## config.mk

```make
export PLATFORM = sky130hd
export DESIGN_NAME = ifg_stretch_tx
export DESIGN_NICKNAME = d
export VERILOG_FILES = /design/src/rtl/ifgs_pkg.sv /design/src/rtl/ifgs_credit.sv /design/src/rtl/ifgs_gap_seq.sv /design/src/rtl/ifg_stretch_tx.sv
export SDC_FILE = /design/constraint.sdc
export NUM_CORES = 1
export LEC_CHECK = 0
export BUFFER_PORTS_ARGS = -buffer_cell sky130_fd_sc_hd__buf_2
export CAP_MARGIN = 5
export CORE_UTILIZATION = 58
export DETAILED_ROUTE_END_ITERATION = 7
export PLACE_DENSITY = 0.9
export SYNTH_ARGS = -nofsm -noshare
export SYNTH_HDL_FRONTEND = slang
export SYNTH_SLANG_ARGS = --single-unit
```

## constraint.sdc

```tcl
create_clock -name clk -period 4.42 [get_ports clk]
set_input_delay 0.221 -clock clk [delete_from_list [all_inputs] [get_ports clk]]
set_output_delay 0.221 -clock clk [all_outputs]
set_load 0.01 [all_outputs]
```

## src/rtl/ifgs_pkg.sv

```systemverilog
package ifgs_pkg;
  // Transmit phase of the gap sequencer
  typedef enum logic [1:0] {
    PH_FRAME = 2'd0,   // accepting source bytes or sending filler idles
    PH_MIN   = 2'd1,   // minimum gap bytes (counted)
    PH_STR   = 2'd2    // stretch bytes (not counted)
  } phase_e;

  // Next value of a modulo counter
  function automatic int unsigned mod_step(input int unsigned v, input int unsigned div);
    return (v + 1 >= div) ? 0 : v + 1;
  endfunction
endpackage

```

## src/rtl/ifgs_credit.sv

```systemverilog
module ifgs_credit #(
  parameter int DIV        = 13,
  parameter int CREDIT_MAX = 15,
  parameter int CW         = $clog2(CREDIT_MAX + 1)
) (
  input  logic          clk,
  input  logic          rst_n,
  input  logic          wan_mode,
  input  logic          count_en,
  input  logic          take,
  output logic          wrap_ev,
  output logic [CW-1:0] credit_now,
  output logic [CW-1:0] credit_q
);
  import ifgs_pkg::*;
  localparam int CNTW = (DIV > 1) ? $clog2(DIV) : 1;

  logic [CNTW-1:0] cnt_q;

  function automatic logic [CW-1:0] sat_inc(input logic [CW-1:0] v);
    return (v == CW'(CREDIT_MAX)) ? v : v + 1'b1;
  endfunction

  assign wrap_ev    = wan_mode && count_en && (cnt_q == CNTW'(DIV - 1));
  assign credit_now = wrap_ev ? sat_inc(credit_q) : credit_q;

  always_ff @(posedge clk or negedge rst_n) begin
    if (!rst_n) begin
      cnt_q    <= '0;
      credit_q <= '0;
    end else if (!wan_mode) begin
      cnt_q    <= '0;
      credit_q <= '0;
    end else begin
      if (count_en) cnt_q <= CNTW'(mod_step(int'(cnt_q), DIV));
      credit_q <= take ? '0 : credit_now;
    end
  end
endmodule

```

## src/rtl/ifgs_gap_seq.sv

```systemverilog
module ifgs_gap_seq #(
  parameter int MIN_GAP    = 12,
  parameter int CREDIT_MAX = 15,
  parameter int CW         = $clog2(CREDIT_MAX + 1)
) (
  input  logic              clk,
  input  logic              rst_n,
  input  logic              frame_end,
  input  logic [CW-1:0]     stretch_len,
  output ifgs_pkg::phase_e  phase,
  output logic              gap_min_active,
  output logic              gap_str_active
);
  import ifgs_pkg::*;
  localparam int MAXV = (MIN_GAP > CREDIT_MAX) ? MIN_GAP : CREDIT_MAX;
  localparam int RW   = $clog2(MAXV + 1);

  phase_e        ph_q;
  logic [RW-1:0] rem_q;
  logic [CW-1:0] str_q;

  always_ff @(posedge clk or negedge rst_n) begin
    if (!rst_n) begin
      ph_q  <= PH_FRAME;
      rem_q <= '0;
      str_q <= '0;
    end else begin
      unique case (ph_q)
        PH_FRAME: if (frame_end) begin
          ph_q  <= PH_MIN;
          rem_q <= RW'(MIN_GAP - 1);
          str_q <= stretch_len;
        end
        PH_MIN: if (rem_q == '0) begin
          if (str_q != '0) begin
            ph_q  <= PH_STR;
            rem_q <= RW'(str_q) - 1'b1;
          end else begin
            ph_q  <= PH_FRAME;
          end
        end else begin
          rem_q <= rem_q - 1'b1;
        end
        PH_STR: if (rem_q == '0) ph_q <= PH_FRAME;
                else rem_q <= rem_q - 1'b1;
        default: ph_q <= PH_FRAME;
      endcase
    end
  end

  assign phase          = ph_q;
  assign gap_min_active = (ph_q == PH_MIN);
  assign gap_str_active = (ph_q == PH_STR);
endmodule

```

## src/rtl/ifg_stretch_tx.sv

```systemverilog
module ifg_stretch_tx #(
  parameter int          DW         = 8,
  parameter int          MIN_GAP    = 12,
  parameter int          DIV        = 13,
  parameter int          CREDIT_MAX = 15,
  parameter logic [7:0]  IDLE_BYTE  = 8'h07
) (
  input  logic          clk,
  input  logic          rst_n,
  input  logic          wan_mode,
  input  logic [DW-1:0] in_data,
  input  logic          in_valid,
  input  logic          in_last,
  output logic          in_ready,
  output logic [DW-1:0] out_data,
  output logic          out_valid,
  output logic          out_last,
  output logic          out_idle
);
  import ifgs_pkg::*;
  localparam int CW = $clog2(CREDIT_MAX + 1);

  // Named internal events, visible to the bound checker
  phase_e        phase;
  logic          gap_min_active, gap_str_active;
  logic          accept, frame_end, count_en, wrap_ev;
  logic [CW-1:0] credit_now, credit_q, stretch_len;

  assign in_ready    = (phase == PH_FRAME);
  assign accept      = in_valid && in_ready;
  assign frame_end   = accept && in_last;
  assign count_en    = accept || gap_min_active;
  assign stretch_len = wan_mode ? credit_now : '0;

  ifgs_credit #(.DIV(DIV), .CREDIT_MAX(CREDIT_MAX), .CW(CW)) u_credit (
    .clk(clk), .rst_n(rst_n), .wan_mode(wan_mode), .count_en(count_en),
    .take(frame_end), .wrap_ev(wrap_ev), .credit_now(credit_now), .credit_q(credit_q)
  );

  ifgs_gap_seq #(.MIN_GAP(MIN_GAP), .CREDIT_MAX(CREDIT_MAX), .CW(CW)) u_seq (
    .clk(clk), .rst_n(rst_n), .frame_end(frame_end), .stretch_len(stretch_len),
    .phase(phase), .gap_min_active(gap_min_active), .gap_str_active(gap_str_active)
  );

  assign out_valid = accept;
  assign out_last  = frame_end;
  assign out_idle  = !accept;
  assign out_data  = accept ? in_data : DW'(IDLE_BYTE);
endmodule

```

==> out/summary.txt, run 1 <==
Clock latency on the worst-skew pair = 290 ps
Clock sinks = 18
Clock power frac = 14.0%
Total vias in the final route = 1064
Leading area contributor after synthesis = dfrtp_1
# DRC = 0
NetSw = 0.3041 mW
Drt first pass iters = 4
Core footprint = 2002 µm²
CP endpoint kind = flip-flop
Fin nets = 186
Worst Path Max Fanout = 10
Cell-internal power = 0.4164 mW
Final Util = 71.25%
Port buffer count = 24
RSZ-0062 raised after global routing = no
Root buf cell = clkbuf_4
WL met2 = 1325 µm
Slew margin rel. = 69.20%
Top Metal Used = met4
# rows = 16
Largest net degree at the start of global routing = 19
Htree depth = 1
Final setup vio count = 0
Area Growth Syn to Fin = 13.66%
Sw Ratio = 42.20%
Clk_skew = 2.070 ps
Total power draw = 0.7204 mW
Placed insts = 182
Iteration-0 DRC Markers = 26
Logic pwr share = 53.0%
Non-filler instance count after layout = 187
Distinct cells, synth = 41
Mean number of vias per cell = 5.690
Leakage = 0.6959 nW
Setup TNS = 0 ps
Number of flops mapped to enable cells by yosys = 0
Worst Hold Class = primary input to flip-flop
Final hold violations = 0
CTS buffer count = 3
FF+latch count, synth = 18
Initial antenna violation count = 0
Mapped Area = 1255 µm²
I/O pin count = 25
WL met1 = 1116 µm
Max-cap viol count = 0
Synth warn = 0
N_diodes = 0
GR Overflow Total = 0
Die width = 48.52 µm
Critical Path Source Type = flip-flop
Slew @ Worst Pin = 458.9 ps
Crit share post-route = 47.85%
GRT Total Usage = 23.46%
Async set or reset register ratio after synthesis = 100.0%
Mapped Avg Cell Area = 9.296 µm²
Crit path required time = 4600 ps
Syn_nets = 160
Fraction of layout cells with a size suffix above 1 = 23.75%
Max VDD drop = 0.0002893 V
Synth area leaders = dfrtp_1 (36%), ha_1 (12%), inv_1 (4.5%)
Chip height = 48.52 µm
Routed WL = 2580 µm
Status = finished, final reports clean
Placer Congestion = 0.8978
Power per cell area = 505.1 nW/µm²
Dpl hpwl = 2033 µm
Fmax = 0.4728 GHz
Routed wire per std cell = 13.80 µm
Met3 WL = 121 µm
CTS tree = done
ANT nets after route = 0
Starting Density = 62.69%
WS Path Type = flip-flop to flip-flop
Slew Limit Fails = 0
Mapped Cells = 135
Number of global-route vias before repair = 1060
Main synth FF type = dfrtp_1
Post-place instance area = 1380 µm²
Final min period = 2115 ps
Reg power frac = 32.9%
Design area = 1426 µm²
Sequential share of the synthesized area = 35.89%
Post-synth top area share = 35.89%
Clk slew on worst S/H paths = 100 ps
Die area = 2354 µm²
First-pass GRT wire length = 4291 µm
Endpoint arrival time on the critical path = 2290 ps
Bufs on Longest Clock Path = 2
[synth_stat cells (2+ instances only)]
cell,instances
nor3b_1,2
or2_2,4
o221ai_1,2
and3_1,6
o21ai_0,6
a21oi_1,6
or4_1,2
nor3_1,2
mux2_2,2
nand3_1,2
nand2b_1,2
nand2_1,13
ha_1,12
a21boi_0,3
xnor2_1,2
o22ai_1,4
inv_1,15
mux2i_1,5
dfrtp_1,18
nor2_1,6
[timing repair]
action                    CTS  global route
buffers inserted            0             0
hold buffers                1             0
gates resized for setup     0             0
hold endpoints to repair   18             0
[cells by family (layout without fill, tap and decap cells)]
family | count (synthesis) | count (layout) | share of synthesized area, %
AOI/OAI and AO/OA | 34 | 34 | 20.04
xor gates and xnor gates | 2 | 2 | 1.396
adders and majority gates | 12 | 12 | 11.96
buffers and inverters | 19 | 44 | 6.779
DFF | 18 | 18 | 35.89
muxes | 7 | 7 | 5.783
and+or+nand+nor | 43 | 43 | 18.15
[final cells by class]
cell class	count	area [µm²]
inverter	15	56.30
clock buffer	4	36.28
fill	156	575.6
sequential	18	450.4
tap	27	33.78
multi-input combinational	98	719.4
timing repair buffer	25	130.1
[path summary, 6_finish.rpt]
path	from	end	slack [ps]	cells past startpoint
worst max-delay path	u_seq.phase[1]	u_seq.str_q[1]	2300	6
min in group asynchronous	rst_n	u_credit.credit_q[0]	380	2
worst min-delay path	wan_mode	u_credit.cnt_q[3]	210	2
worst min register to register	u_seq.str_q[3]	u_seq.str_q[3]	570	2
worst max register to register	u_seq.phase[1]	u_seq.str_q[1]	2300	6
max in group asynchronous	rst_n	u_seq.rem_q[2]	3760	2
[sequential cells by signal (all words and copies together) (netlist names)]
name               count
u_credit.cnt_q         4
u_seq.str_q            4
u_seq.rem_q            4
u_seq.phase            2
u_credit.credit_q      4
[power groups by stage]
| stage | Combinational, mW | Sequential (mW) | Clock (mW) |
|---|---|---|---|
| floorplan | 0.302 | 0.229 | 0 |
| global placement | 0.359 | 0.236 | 0 |
| detailed placement | 0.377 | 0.239 | 0 |
| CTS | 0.380 | 0.236 | 0.102 |
| global route | 0.421 | 0.241 | 0.109 |
| finish | 0.382 | 0.237 | 0.101 |
[cell usage in the layout, fill, tap and decap left out, drive strengths merged, types with 5 or more instances in the layout]
cell type / n
buf: 24
dfrtp: 18
inv: 15
nand2: 13
ha: 12
a21oi: 8
nor2: 6
and3: 6
o21ai: 6
mux2i: 5
[metal layers]
metal / up-vias / global-route usage (%)
met2: 34 / 43.19
met4: 0 / 8.333
met3: 2 / 4.403
met5: - / 0
met1: 498 / 26.99
li1: 530 / -
[critical path: stages (launching register included)]
cell	delay [ps]
dfrtp_1	430
inv_1	140
ha_1	400
a21oi_2	150
a311oi_1	460
mux2i_1	300
o22ai_1	110
[metrics by stage]
step                      setup WS [ps]  hold WS, ps
after floorplan                    2545       -74.59
after global placement             2487        162.1
after detailed placement           2345        171.9
after CTS                          2316        213.4
after global routing               2166        215.5
final                              2305        212.2
(Power assumes the default switching activity.)
==> run 2, diff against run 1 <==
Settings changed: CORE_UTILIZATION 58 to 54, PLACE_DENSITY 0.9 to 0.85.
Clock period 4.42 ns to 2 ns, I/O delays scaled along.
==> run 2 against run 1 <==
Against the previous run: count of clock-buffer cells in the layout unchanged; power rose by 130%; worst setup slack worse by 2200 ps; clock power is 130% higher; sequential share of layout area shrank 0.52 points; highest routed layer unchanged.
==> out/summary.txt, run 2 (synthesized netlist as in run 1, its figures left out) <==
Largest net degree at the start of global routing = 19 (unchanged)
Fmax = 0.5311 GHz (+12%)
Iteration-0 DRC Markers = 20 (-23%)
CTS buffer count = 3 (unchanged)
GR Overflow Total = 0 (unchanged)
WS Path Type = flip-flop to flip-flop
Die width = 50.21 µm (+3.5%)
CTS tree = done
Slew @ Worst Pin = 451.2 ps (-7.691 ps)
Critical Path Source Type = flip-flop
Clk slew on worst S/H paths = 110 ps (about the same)
Final setup vio count = 0 (unchanged)
Power per cell area = 1133 nW/µm² (+120%)
Initial antenna violation count = 0 (unchanged)
Clk_skew = 6.613 ps (+4.543 ps)
Bufs on Longest Clock Path = 2 (unchanged)
Clock sinks = 18 (unchanged)
Final hold violations = 0 (unchanged)
# DRC = 0 (unchanged)
Max-cap viol count = 0 (unchanged)
Die area = 2521 µm² (+7.1%)
I/O pin count = 25 (unchanged)
CP endpoint kind = flip-flop
Core footprint = 2191 µm² (+9.4%)
Fillers = 181 (+16%)
Placer Congestion = 0.8426 (-6.1%)
Area Growth Syn to Fin = 15.55%
Starting Density = 57.28% (-5.4 points)
ANT nets after route = 0 (unchanged)
Drt first pass iters = 4 (unchanged)
# rows = 17 (+1)
Fraction of layout cells with a size suffix above 1 = 25.15% (+1.4 points)
Total vias in the final route = 1085 (+2.0%)
Htree depth = 1 (unchanged)
N_diodes = 0 (unchanged)
Slew margin rel. = 69.72% (+0.52 points)
Chip height = 50.21 µm (+3.5%)
Routed WL = 2585 µm (+0.19%)
GRT Total Usage = 24.21% (+0.74 points)
Final Util = 66.19% (-5.1 points)
Worst Path Max Fanout = 5 (-5)
RSZ-0062 raised after global routing = no
Slew Limit Fails = 0 (unchanged)
Max VDD drop = 0.0006842 V (+140%)
Number of global-route vias before repair = 1043 (-1.6%)
Status = finished, final reports clean
Clock latency on the worst-skew pair = 300 ps (about the same)
Post-CTS Setup Inserts = 0 (unchanged)
Port buffer count = 24 (unchanged)
Mean number of vias per cell = 5.681 (-0.16%)
Routed wire per std cell = 13.53 µm (-1.9%)
Commonest non-fill, non-tap cell in the layout = buf_2
Worst Hold Class = primary input to flip-flop
Most frequent cells in the layout = buf_2 (24), dfrtp_1 (18), inv_1 (15)
Root buf cell = clkbuf_4
Leakage = 0.7105 nW (+2.1%)
Crit share post-route = 94.14% (+46 points)
Fin nets = 189 (+1.6%)
Setup TNS = 0 ps (unchanged)
Dpl hpwl = 2040 µm (+0.37%)
First-pass GRT wire length = 4485 µm (+4.5%)
Crit path required time = 2200 ps (-2400 ps)
Final min period = 1883 ps (-232.4 ps)
Endpoint arrival time on the critical path = 2080 ps (-210 ps)
==> run 2: metrics by stage <==
stage	instance area [µm²]	setup slack [ps]	std cells	total power [mW]	hold WS [ps]
5_1_grt	1450	8.310	191	1.784	100.4
3_5_place_dp	1404	131.5	186	1.422	57.38
6_report	1450	117.3	191	1.643	98.12
3_3_place_gp	1404	218.8	186	1.367	44.67
2_1_floorplan	1255	124.8	135	1.174	-195.6
4_1_cts	1450	113.4	191	1.654	93.84
==> run 2: routing by layer <==
layer	wire length, µm	track usage (%)
met1	1161	28.49
met5	0	0
met4	53	10.95
met3	101	3.939
met2	1269	42.67
==> run 2: final cells by class <==
cell class	instances	area, µm²	share of cell area, %
inverters	15	56.30	3.883
well taps	28	35.03	2.416
clock buffers	4	36.28	2.502
multi-input cells	98	719.4	49.61
flip-flops and latches	18	450.4	31.06
repair buffers	28	152.6	10.53
==> run 2: timing repair <==
action / in CTS / in global routing
hold endpoints to repair: 18 / 0
resized for setup: 0 / 0
hold buffers: 1 / 0
==> run 2: critical path, cell delays in order (launching register included) <==
cell	delay (ps)
dfrtp_1	400
inv_1	100
ha_1	250
buf_4	180
a21oi_1	240
o21a_1	250
mux2_2	360
==> run 2: where the power goes <==
part / total, mW / leakage (nW) / switching, mW / internal [mW]
logic: 0.892 / 0.451 / 0.483 / 0.409
registers: 0.521 / 0.239 / 0.0778 / 0.443
clock network: 0.231 / 0.0210 / 0.120 / 0.111
==> run 2: path summary, 6_finish.rpt <==
kind                                start                end  slack (ps)  cells past startpoint
min reg2reg                u_seq.str_q[3]     u_seq.str_q[3]         580                      2
max in group asynchronous           rst_n  u_credit.cnt_q[1]        1470                      2
min                              wan_mode  u_credit.cnt_q[0]         100                      2
min in group asynchronous           rst_n     u_seq.rem_q[2]         240                      2
max                        u_seq.phase[1]     u_seq.rem_q[0]         120                      6
max reg2reg                u_seq.phase[1]     u_seq.rem_q[0]         120                      6
